--- config.mk ---
export PLATFORM = sky130hd
export DESIGN_NAME = sdlc_nrzi_tx
export DESIGN_NICKNAME = d
export VERILOG_FILES = /design/src/rtl/sdlc_tx_pkg.sv /design/src/rtl/sdlc_fcs16.sv /design/src/rtl/sdlc_zero_insert.sv /design/src/rtl/sdlc_line_coder.sv /design/src/rtl/sdlc_nrzi_tx.sv
export SDC_FILE = /design/constraint.sdc
export NUM_CORES = 1
export LEC_CHECK = 0
export BUFFER_PORTS_ARGS = -buffer_cell sky130_fd_sc_hd__buf_2
export CORE_MARGIN = 2
export CORE_UTILIZATION = 25
export CTS_CLUSTER_SIZE = 8
export DETAILED_ROUTE_END_ITERATION = 16
export SLEW_MARGIN = 40
export SYNTH_ARGS = -nofsm -noshare
export SYNTH_HDL_FRONTEND = slang
export SYNTH_SLANG_ARGS = --single-unit
export TNS_END_PERCENT = 50
--- constraint.sdc ---
create_clock -name clk -period 3.3 [get_ports clk]
set_input_delay 0.33 -clock clk [delete_from_list [all_inputs] [get_ports clk]]
set_output_delay 0.33 -clock clk [all_outputs]
set_load 0.01 [all_outputs]
--- src/rtl/sdlc_tx_pkg.sv ---
package sdlc_tx_pkg;

   localparam int BYTE_W = 8;

   typedef enum logic [2:0] {
      PH_IDLE  = 3'd0,
      PH_SYNC  = 3'd1,
      PH_OPEN  = 3'd2,
      PH_DATA  = 3'd3,
      PH_FCS   = 3'd4,
      PH_CLOSE = 3'd5
   } tx_phase_e;

   // Bit reversal turns an MSB-first byte into one that an LSB-first shifter emits correctly
   function automatic logic [BYTE_W-1:0] rev_byte(input logic [BYTE_W-1:0] v);
      logic [BYTE_W-1:0] r;
      for (int i = 0; i < BYTE_W; i++) r[i] = v[BYTE_W-1-i];
      return r;
   endfunction

endpackage

--- src/rtl/sdlc_fcs16.sv ---
module sdlc_fcs16 #(
   parameter logic [15:0] POLY = 16'h8408,
   parameter logic [15:0] INIT = 16'hFFFF
) (
   input  logic        clk,
   input  logic        rst_n,
   input  logic        clear,
   input  logic        step,
   input  logic        bit_in,
   output logic [15:0] fcs_word
);
   logic [15:0] crc_q;

   always_ff @(posedge clk) begin
      if (!rst_n || clear) begin
         crc_q <= INIT;
      end else if (step) begin
         crc_q <= (crc_q >> 1) ^ (((crc_q[0] ^ bit_in) == 1'b1) ? POLY : 16'h0000);
      end
   end

   assign fcs_word = ~crc_q;

   AST_CRC_CLEAR_INIT: assert property (@(posedge clk) disable iff (!rst_n)
      clear |=> (fcs_word == ~INIT)) else $error("crc clear");
endmodule

--- src/rtl/sdlc_zero_insert.sv ---
module sdlc_zero_insert #(
   parameter int RUN = 5
) (
   input  logic clk,
   input  logic rst_n,
   input  logic adv,
   input  logic count_en,
   input  logic bit_in,
   output logic insert_due
);
   localparam int OW = $clog2(RUN + 1);
   logic [OW-1:0] ones_q;

   always_ff @(posedge clk) begin
      if (!rst_n) begin
         ones_q <= '0;
      end else if (adv) begin
         ones_q <= (count_en && bit_in) ? ones_q + OW'(1) : '0;
      end
   end

   assign insert_due = (ones_q == OW'(RUN));

   AST_RUN_LIMIT: assert property (@(posedge clk) disable iff (!rst_n)
      ones_q <= OW'(RUN)) else $error("run count over limit");
   AST_ZERO_CLEARS_RUN: assert property (@(posedge clk) disable iff (!rst_n)
      (adv && !bit_in) |=> (ones_q == '0)) else $error("zero did not clear run");
endmodule

--- src/rtl/sdlc_line_coder.sv ---
module sdlc_line_coder #(
   parameter logic IDLE_LEVEL = 1'b1
) (
   input  logic clk,
   input  logic rst_n,
   input  logic adv,
   input  logic raw_mode,
   input  logic bit_in,
   input  logic go_idle,
   output logic line
);
   always_ff @(posedge clk) begin
      if (!rst_n || go_idle) begin
         line <= IDLE_LEVEL;
      end else if (adv) begin
         if (raw_mode)    line <= bit_in;
         else if (!bit_in) line <= ~line;
      end
   end

   AST_ONE_HOLDS: assert property (@(posedge clk) disable iff (!rst_n)
      (adv && !raw_mode && bit_in && !go_idle) |=> $stable(line)) else $error("one moved line");
   AST_ZERO_TOGGLES: assert property (@(posedge clk) disable iff (!rst_n)
      (adv && !raw_mode && !bit_in && !go_idle) |=> (line != $past(line))) else $error("zero kept line");
endmodule

--- src/rtl/sdlc_nrzi_tx.sv ---
module sdlc_nrzi_tx
   import sdlc_tx_pkg::*;
#(
   parameter int          SYNC_BYTES   = 2,
   parameter logic [7:0]  SYNC_PATTERN = 8'h55,
   parameter logic [7:0]  FLAG_PATTERN = 8'h7E,
   parameter int          STUFF_RUN    = 5,
   parameter logic [15:0] CRC_POLY     = 16'h8408,
   parameter logic [15:0] CRC_INIT     = 16'hFFFF,
   parameter logic        IDLE_LEVEL   = 1'b1
) (
   input  logic       clk,
   input  logic       rst_n,
   input  logic       bit_en,
   input  logic       in_valid,
   input  logic [7:0] in_data,
   input  logic       in_last,
   output logic       in_ready,
   output logic       line_out,
   output logic       done
);
   localparam int REM_W = $clog2(BYTE_W);
   localparam int SC_W  = $clog2(SYNC_BYTES + 2);
   localparam logic [BYTE_W-1:0] SYNC_LSB_FIRST = rev_byte(SYNC_PATTERN);

   // Elaboration-time parameter checks
   if (STUFF_RUN < 1 || STUFF_RUN > 15) begin : g_bad_run
      $error("STUFF_RUN must lie in 1..15");
   end
   if (SYNC_BYTES < 0 || SYNC_BYTES > 64) begin : g_bad_sync
      $error("SYNC_BYTES must lie in 0..64");
   end

   tx_phase_e          phase_q, ph_n;
   logic [BYTE_W-1:0]  sh_q, sh_n;
   logic [REM_W-1:0]   rem_q, rem_n;
   logic               last_q, last_n;
   logic               fcs_hi_q, fcs_hi_n;
   logic               done_n;

   logic               need, stuff_due, stuff_now, want_byte;
   logic               adv, bit_o, go_idle, count_en, raw_mode;
   logic               crc_step, crc_clear;
   logic               sync_first, sync_step, sync_more;
   logic               ld;
   logic [BYTE_W-1:0]  ld_byte;
   logic [15:0]        fcs_word;

   // Sync byte counter: present only when sync bytes are configured
   if (SYNC_BYTES > 0) begin : g_sync
      logic [SC_W-1:0] sync_cnt_q;
      always_ff @(posedge clk) begin
         if (!rst_n)          sync_cnt_q <= '0;
         else if (sync_first) sync_cnt_q <= SC_W'(1);
         else if (sync_step)  sync_cnt_q <= sync_cnt_q + SC_W'(1);
      end
      assign sync_more = (sync_cnt_q < SC_W'(SYNC_BYTES));
   end else begin : g_no_sync
      assign sync_more = 1'b0;
   end

   assign need      = (rem_q == '0);
   assign stuff_now = bit_en && stuff_due && (phase_q == PH_DATA || phase_q == PH_FCS);
   assign want_byte = need && !stuff_due &&
                      (phase_q == PH_OPEN || (phase_q == PH_DATA && !last_q));
   assign in_ready  = bit_en && want_byte;

   always_comb begin
      ph_n       = phase_q;
      sh_n       = sh_q;
      rem_n      = rem_q;
      last_n     = last_q;
      fcs_hi_n   = fcs_hi_q;
      done_n     = 1'b0;
      adv        = 1'b0;
      bit_o      = 1'b0;
      go_idle    = 1'b0;
      ld         = 1'b0;
      ld_byte    = '0;
      sync_first = 1'b0;
      sync_step  = 1'b0;
      crc_clear  = 1'b0;
      if (bit_en) begin
         if (stuff_now) begin
            adv   = 1'b1;
            bit_o = 1'b0;
         end else if (need) begin
            unique case (phase_q)
               PH_IDLE: begin
                  if (in_valid) begin
                     crc_clear = 1'b1;
                     ld        = 1'b1;
                     if (SYNC_BYTES > 0) begin
                        ph_n       = PH_SYNC;
                        ld_byte    = SYNC_LSB_FIRST;
                        sync_first = 1'b1;
                     end else begin
                        ph_n    = PH_OPEN;
                        ld_byte = FLAG_PATTERN;
                     end
                  end
               end
               PH_SYNC: begin
                  ld = 1'b1;
                  if (sync_more) begin
                     ld_byte   = SYNC_LSB_FIRST;
                     sync_step = 1'b1;
                  end else begin
                     ph_n    = PH_OPEN;
                     ld_byte = FLAG_PATTERN;
                  end
               end
               PH_OPEN, PH_DATA: begin
                  if (phase_q == PH_DATA && last_q) begin
                     ph_n     = PH_FCS;
                     ld       = 1'b1;
                     ld_byte  = fcs_word[7:0];
                     fcs_hi_n = 1'b1;
                  end else if (in_valid) begin
                     ph_n    = PH_DATA;
                     ld      = 1'b1;
                     ld_byte = in_data;
                     last_n  = in_last;
                  end
               end
               PH_FCS: begin
                  ld = 1'b1;
                  if (fcs_hi_q) begin
                     ld_byte  = fcs_word[15:8];
                     fcs_hi_n = 1'b0;
                  end else begin
                     ph_n    = PH_CLOSE;
                     ld_byte = FLAG_PATTERN;
                  end
               end
               PH_CLOSE: begin
                  ph_n    = PH_IDLE;
                  go_idle = 1'b1;
                  done_n  = 1'b1;
                  last_n  = 1'b0;
               end
               default: begin
                  ph_n    = PH_IDLE;
                  go_idle = 1'b1;
               end
            endcase
            if (ld) begin
               adv   = 1'b1;
               bit_o = ld_byte[0];
               sh_n  = {1'b0, ld_byte[BYTE_W-1:1]};
               rem_n = REM_W'(BYTE_W - 1);
            end
         end else begin
            adv   = 1'b1;
            bit_o = sh_q[0];
            sh_n  = {1'b0, sh_q[BYTE_W-1:1]};
            rem_n = rem_q - REM_W'(1);
         end
      end
   end

   assign raw_mode = (ph_n == PH_SYNC);
   assign count_en = (ph_n == PH_DATA) || (ph_n == PH_FCS);
   assign crc_step = adv && !stuff_now && (ph_n == PH_DATA);

   always_ff @(posedge clk) begin
      if (!rst_n) begin
         phase_q  <= PH_IDLE;
         sh_q     <= '0;
         rem_q    <= '0;
         last_q   <= 1'b0;
         fcs_hi_q <= 1'b0;
         done     <= 1'b0;
      end else begin
         phase_q  <= ph_n;
         sh_q     <= sh_n;
         rem_q    <= rem_n;
         last_q   <= last_n;
         fcs_hi_q <= fcs_hi_n;
         done     <= done_n;
      end
   end

   sdlc_fcs16 #(.POLY(CRC_POLY), .INIT(CRC_INIT)) u_fcs (
      .clk(clk), .rst_n(rst_n), .clear(crc_clear), .step(crc_step),
      .bit_in(bit_o), .fcs_word(fcs_word)
   );

   sdlc_zero_insert #(.RUN(STUFF_RUN)) u_zins (
      .clk(clk), .rst_n(rst_n), .adv(adv), .count_en(count_en),
      .bit_in(bit_o), .insert_due(stuff_due)
   );

   sdlc_line_coder #(.IDLE_LEVEL(IDLE_LEVEL)) u_line (
      .clk(clk), .rst_n(rst_n), .adv(adv), .raw_mode(raw_mode),
      .bit_in(bit_o), .go_idle(go_idle), .line(line_out)
   );

   AST_IDLE_HIGH: assert property (@(posedge clk) disable iff (!rst_n)
      (phase_q == PH_IDLE) |-> (line_out == IDLE_LEVEL)) else $error("idle line");
   AST_LINE_PACED: assert property (@(posedge clk) disable iff (!rst_n)
      !bit_en |=> $stable(line_out)) else $error("line moved without tick");
   AST_TAKE_ENTERS_DATA: assert property (@(posedge clk) disable iff (!rst_n)
      (in_ready && in_valid) |=> (phase_q == PH_DATA)) else $error("accepted byte lost");
   AST_FCS_STEADY: assert property (@(posedge clk) disable iff (!rst_n)
      (phase_q == PH_FCS) |-> $stable(fcs_word)) else $error("fcs moved while sent");
   AST_DONE_PULSE: assert property (@(posedge clk) disable iff (!rst_n)
      done |=> !done) else $error("done longer than one cycle");
   AST_DONE_AT_IDLE: assert property (@(posedge clk) disable iff (!rst_n)
      done |-> (phase_q == PH_IDLE && line_out == IDLE_LEVEL)) else $error("done not at idle");
endmodule

==> summary.txt <==
Status
  • Status: complete, no violations

Logic synthesis
  • Post-Syn Nets: around 280
  • Sequential area share after synthesis: 35.3%
  • Avg Synthesized Cell Area: roughly 8.3 µm²
  • Cell count after synthesis: ~260
  • Top cell type's share of synthesized area: a little over a third
  • Seq cells post-synth: 38
  • Commonest cells post-synth: dfxtp_1 (38), nand2_1 (35), nor2_1 (27)
  • Most frequent cell after synthesis: dfxtp_1
  • Ys Warns: 0
  • Post-synthesis async set-or-reset flop share: 0%
  • Main area contributors after synthesis: dfxtp_1 (35%), mux2i_1 (7.0%), nand2_1 (6.1%)
  • Netlist Area Pre-Place: approximately 2200 µm²
  • Most common flop cell mapped by yosys: dfxtp_1
  • Yosys cell types: 54
  • Synth area leader: dfxtp_1
  • Post-synth EDFFs: 0

Min path
  • Hold path startpoint: in_last
  • WHS Endpoint: last_q
  • Hold Path Class: in -> reg
  • Hold Crit Depth: 3

STA
  • Final worst path period need: 2.74 ns
  • Setup TNS: 0 ns
  • Slew of the pin with the lowest slew margin: between 0.6 and 0.7 ns
  • Setup violators final: 0
  • Slew headroom: roughly 60%
  • F_max: approximately 360 MHz
  • Crit path setup slack, layout: ~0.56 ns
  • Final Skew: ~0.0041 ns
  • Final worst-path cycle share: between 80% and 90%
  • Hold Vio Cnt, Final: 0
  • RSZ-0062 raised after global routing: no
  • Slew Limit Fails: 0

Floorplanning
  • Rows: 33
  • Die ar.: approximately 9400 µm²
  • Chip Height: just under 100 µm
  • Die width: just under 100 µm
  • IO Count: 16
  • Core Box Area: roughly 8300 µm²
  • Initial core utilization: around 26%

Placed design
  • Placed inst area: 2310 µm²
  • DP HPWL: 3.77 mm
  • Buffers on Ports: 15
  • Place WS: 0.583 ns
  • RD Place Congestion: 0.908

Worst setup path
  • Reg2reg start: phase_q[2]
  • Crit. End Element: flip-flop
  • WP data arrival: 2.92 ns
  • Critical path type: reg -> reg
  • Worst Path Required: 3.48 ns
  • Worst R2R Setup Slack: 0.56 ns
  • Reg2reg path depth: 8
  • Crit start category: flip-flop
  • CP Max Fanout: 20
  • R2R Path End: u_fcs.crc_q[3]

Cells and area
  • Post-layout util: just under 30%
  • Ratio of cells with drive above 1 in the final layout: between 10% and 20%
  • ANT cells: 0
  • Nets@finish: between 200 and 300
  • Area delta synth->final: 11.1%
  • Final Instance Area: ~2400 µm²

CTS
  • CTS tree: done
  • Clock slew at reported path FFs: 0.07 ns
  • Post-cts resize count: 0
  • H-tree lvl count: 2
  • Max clock buf depth: 2
  • Inserted Clock Buffers: 5
  • CTS Sinks: 38
  • Clk Latency, worst-skew pair: ~0.29 ns
  • Cts hold-fix bufs: 0
  • Root Driver: clkbuf_8
  • Post-CTS Setup Repair Bufs: 0

Power and ir drop
  • VDD IR-drop max: about 0.24 mV
  • Leak pwr: between 0.8 and 0.9 nW
  • PD cells: 423 nW/µm²
  • Pwr Total: between 1 and 1.5 mW

Detailed routing
  • DRT Pass-1 Iters: 4
  • Via Count: about 1800
  • Initial drt markers: 126
  • Final ANT Viol Nets: 0
  • Drt drc: 0
  • DR WL/cell: between 10 and 15 µm
  • Via-per-instance ratio: roughly 4.8
  • Final Routed Wirelength: roughly 5 mm

GRT
  • Largest net degree at the start of global routing: 22
  • GRT Resource Usage Total: between 10% and 20%
  • Initial antenna violation count: 0
  • Vias in the first global route: 1740
  • Grt ovf: 0
  • First-pass GRT wire length: between 8 and 9 mm

Job
  • Max_cap viols: 0
-- metal layers --
metal	vias up	part of all wire (%)	track usage [%]	wire length (µm)
met4	0	0.81	3.03	40
met3	6	3.9	2.60	192
met5	-	0	0	0
met2	28	42	16.1	2070
met1	835	54	15.3	2660
li1	926	-	-	-
-- layout make-up --
cell class	instances	area [µm²]
inverter	6	22.5
timing repair buffer	20	113
tap	105	131
sequential	38	761
clock buffer	6	82.6
multi-input combinational	200	1290
fill	871	5900
-- critical path, stage by stage, from the launching register on --
cell and delay [ns]:
dfxtp_1 0.53, or3b_1 0.54, a21oi_4 0.25, nor2_4 0.08, mux2i_4 0.21, nor3b_2 0.22, buf_4 0.32, nor4bb_1 0.38
nor3_2 0.08
-- worst max path at each step --
| stage | end | cells after the start | startpoint | slack, ns |
|---|---|---|---|---|
| 2_1_floorplan | u_fcs.crc_q[15] | 10 | phase_q[1] | 1.14 |
| 3_3_place_gp | u_fcs.crc_q[3] | 8 | phase_q[2] | 0.67 |
| 3_5_place_dp | u_fcs.crc_q[3] | 8 | phase_q[2] | 0.58 |
| 4_1_cts | u_fcs.crc_q[3] | 8 | phase_q[2] | 0.57 |
| 5_1_grt | u_fcs.crc_q[3] | 8 | phase_q[2] | 0.43 |
| 6_report | u_fcs.crc_q[3] | 8 | phase_q[2] | 0.56 |
-- cell families (layout without fill, tap and decap cells) --
kind of cell	Yosys count	in the layout	synth area share, %
DFF	38	38	35.3
AOI/OAI and AO/OA	58	58	18.2
adders and majority gates	4	4	2.32
and+or+nand+nor	119	119	29.5
xor gates and xnor gates	2	2	1.16
muxes	17	17	8.53
buffers and inverters	21	32	5.05
-- metrics by stage --
| step | hold slack [ns] | instances |
|---|---|---|
| finish | 0.321 | 375 |
| global route | 0.327 | 375 |
| CTS | 0.315 | 375 |
| detailed placement | 0.477 | 369 |
| global placement | 0.472 | 369 |
| floorplan | 0.451 | 259 |
-- registers in the layout, summed over array words and instances, names as in the netlist --
register	flops
done	1
fcs_hi_q	1
g_sync.sync_cnt_q	2
last_q	1
phase_q	3
rem_q	3
sh_q	7
u_fcs.crc_q	16
u_line.line	1
u_zins.ones_q	3
-- layout by cell type, fill, tap and decap left out, types with 2 or more instances in the layout --
cell      Yosys  final
a211oi_1      6      6
a21oi_1      23     23
and2_1        4      4
and3_1        6      6
and4_1        2      2
buf_2         3     15
buf_4         0      5
clkbuf_8      0      6
dfxtp_1      38     38
ha_1          4      4
inv_1         6      6
mux2i_1      15     15
nand2_1      35     35
nand2b_1      2      2
nand3_1       2      2
nand3b_1      2      2
nand4_1       2      2
nor2_1       27     27
nor2b_1      13     13
nor3_1        5      5
nor3b_1       5      5
nor4bb_1      2      2
o211ai_1      2      2
o21ai_0      13     13
o21ai_1       2      2
or2_2         2      2
-- report_power, final --
group	switching [mW]	leakage [nW]	internal (mW)
clock	0.156	0.0431	0.161
sequential	0.0156	0.309	0.480
combinational	0.118	0.483	0.0824
No activity file was read; power rests on OpenSTA's default activity.
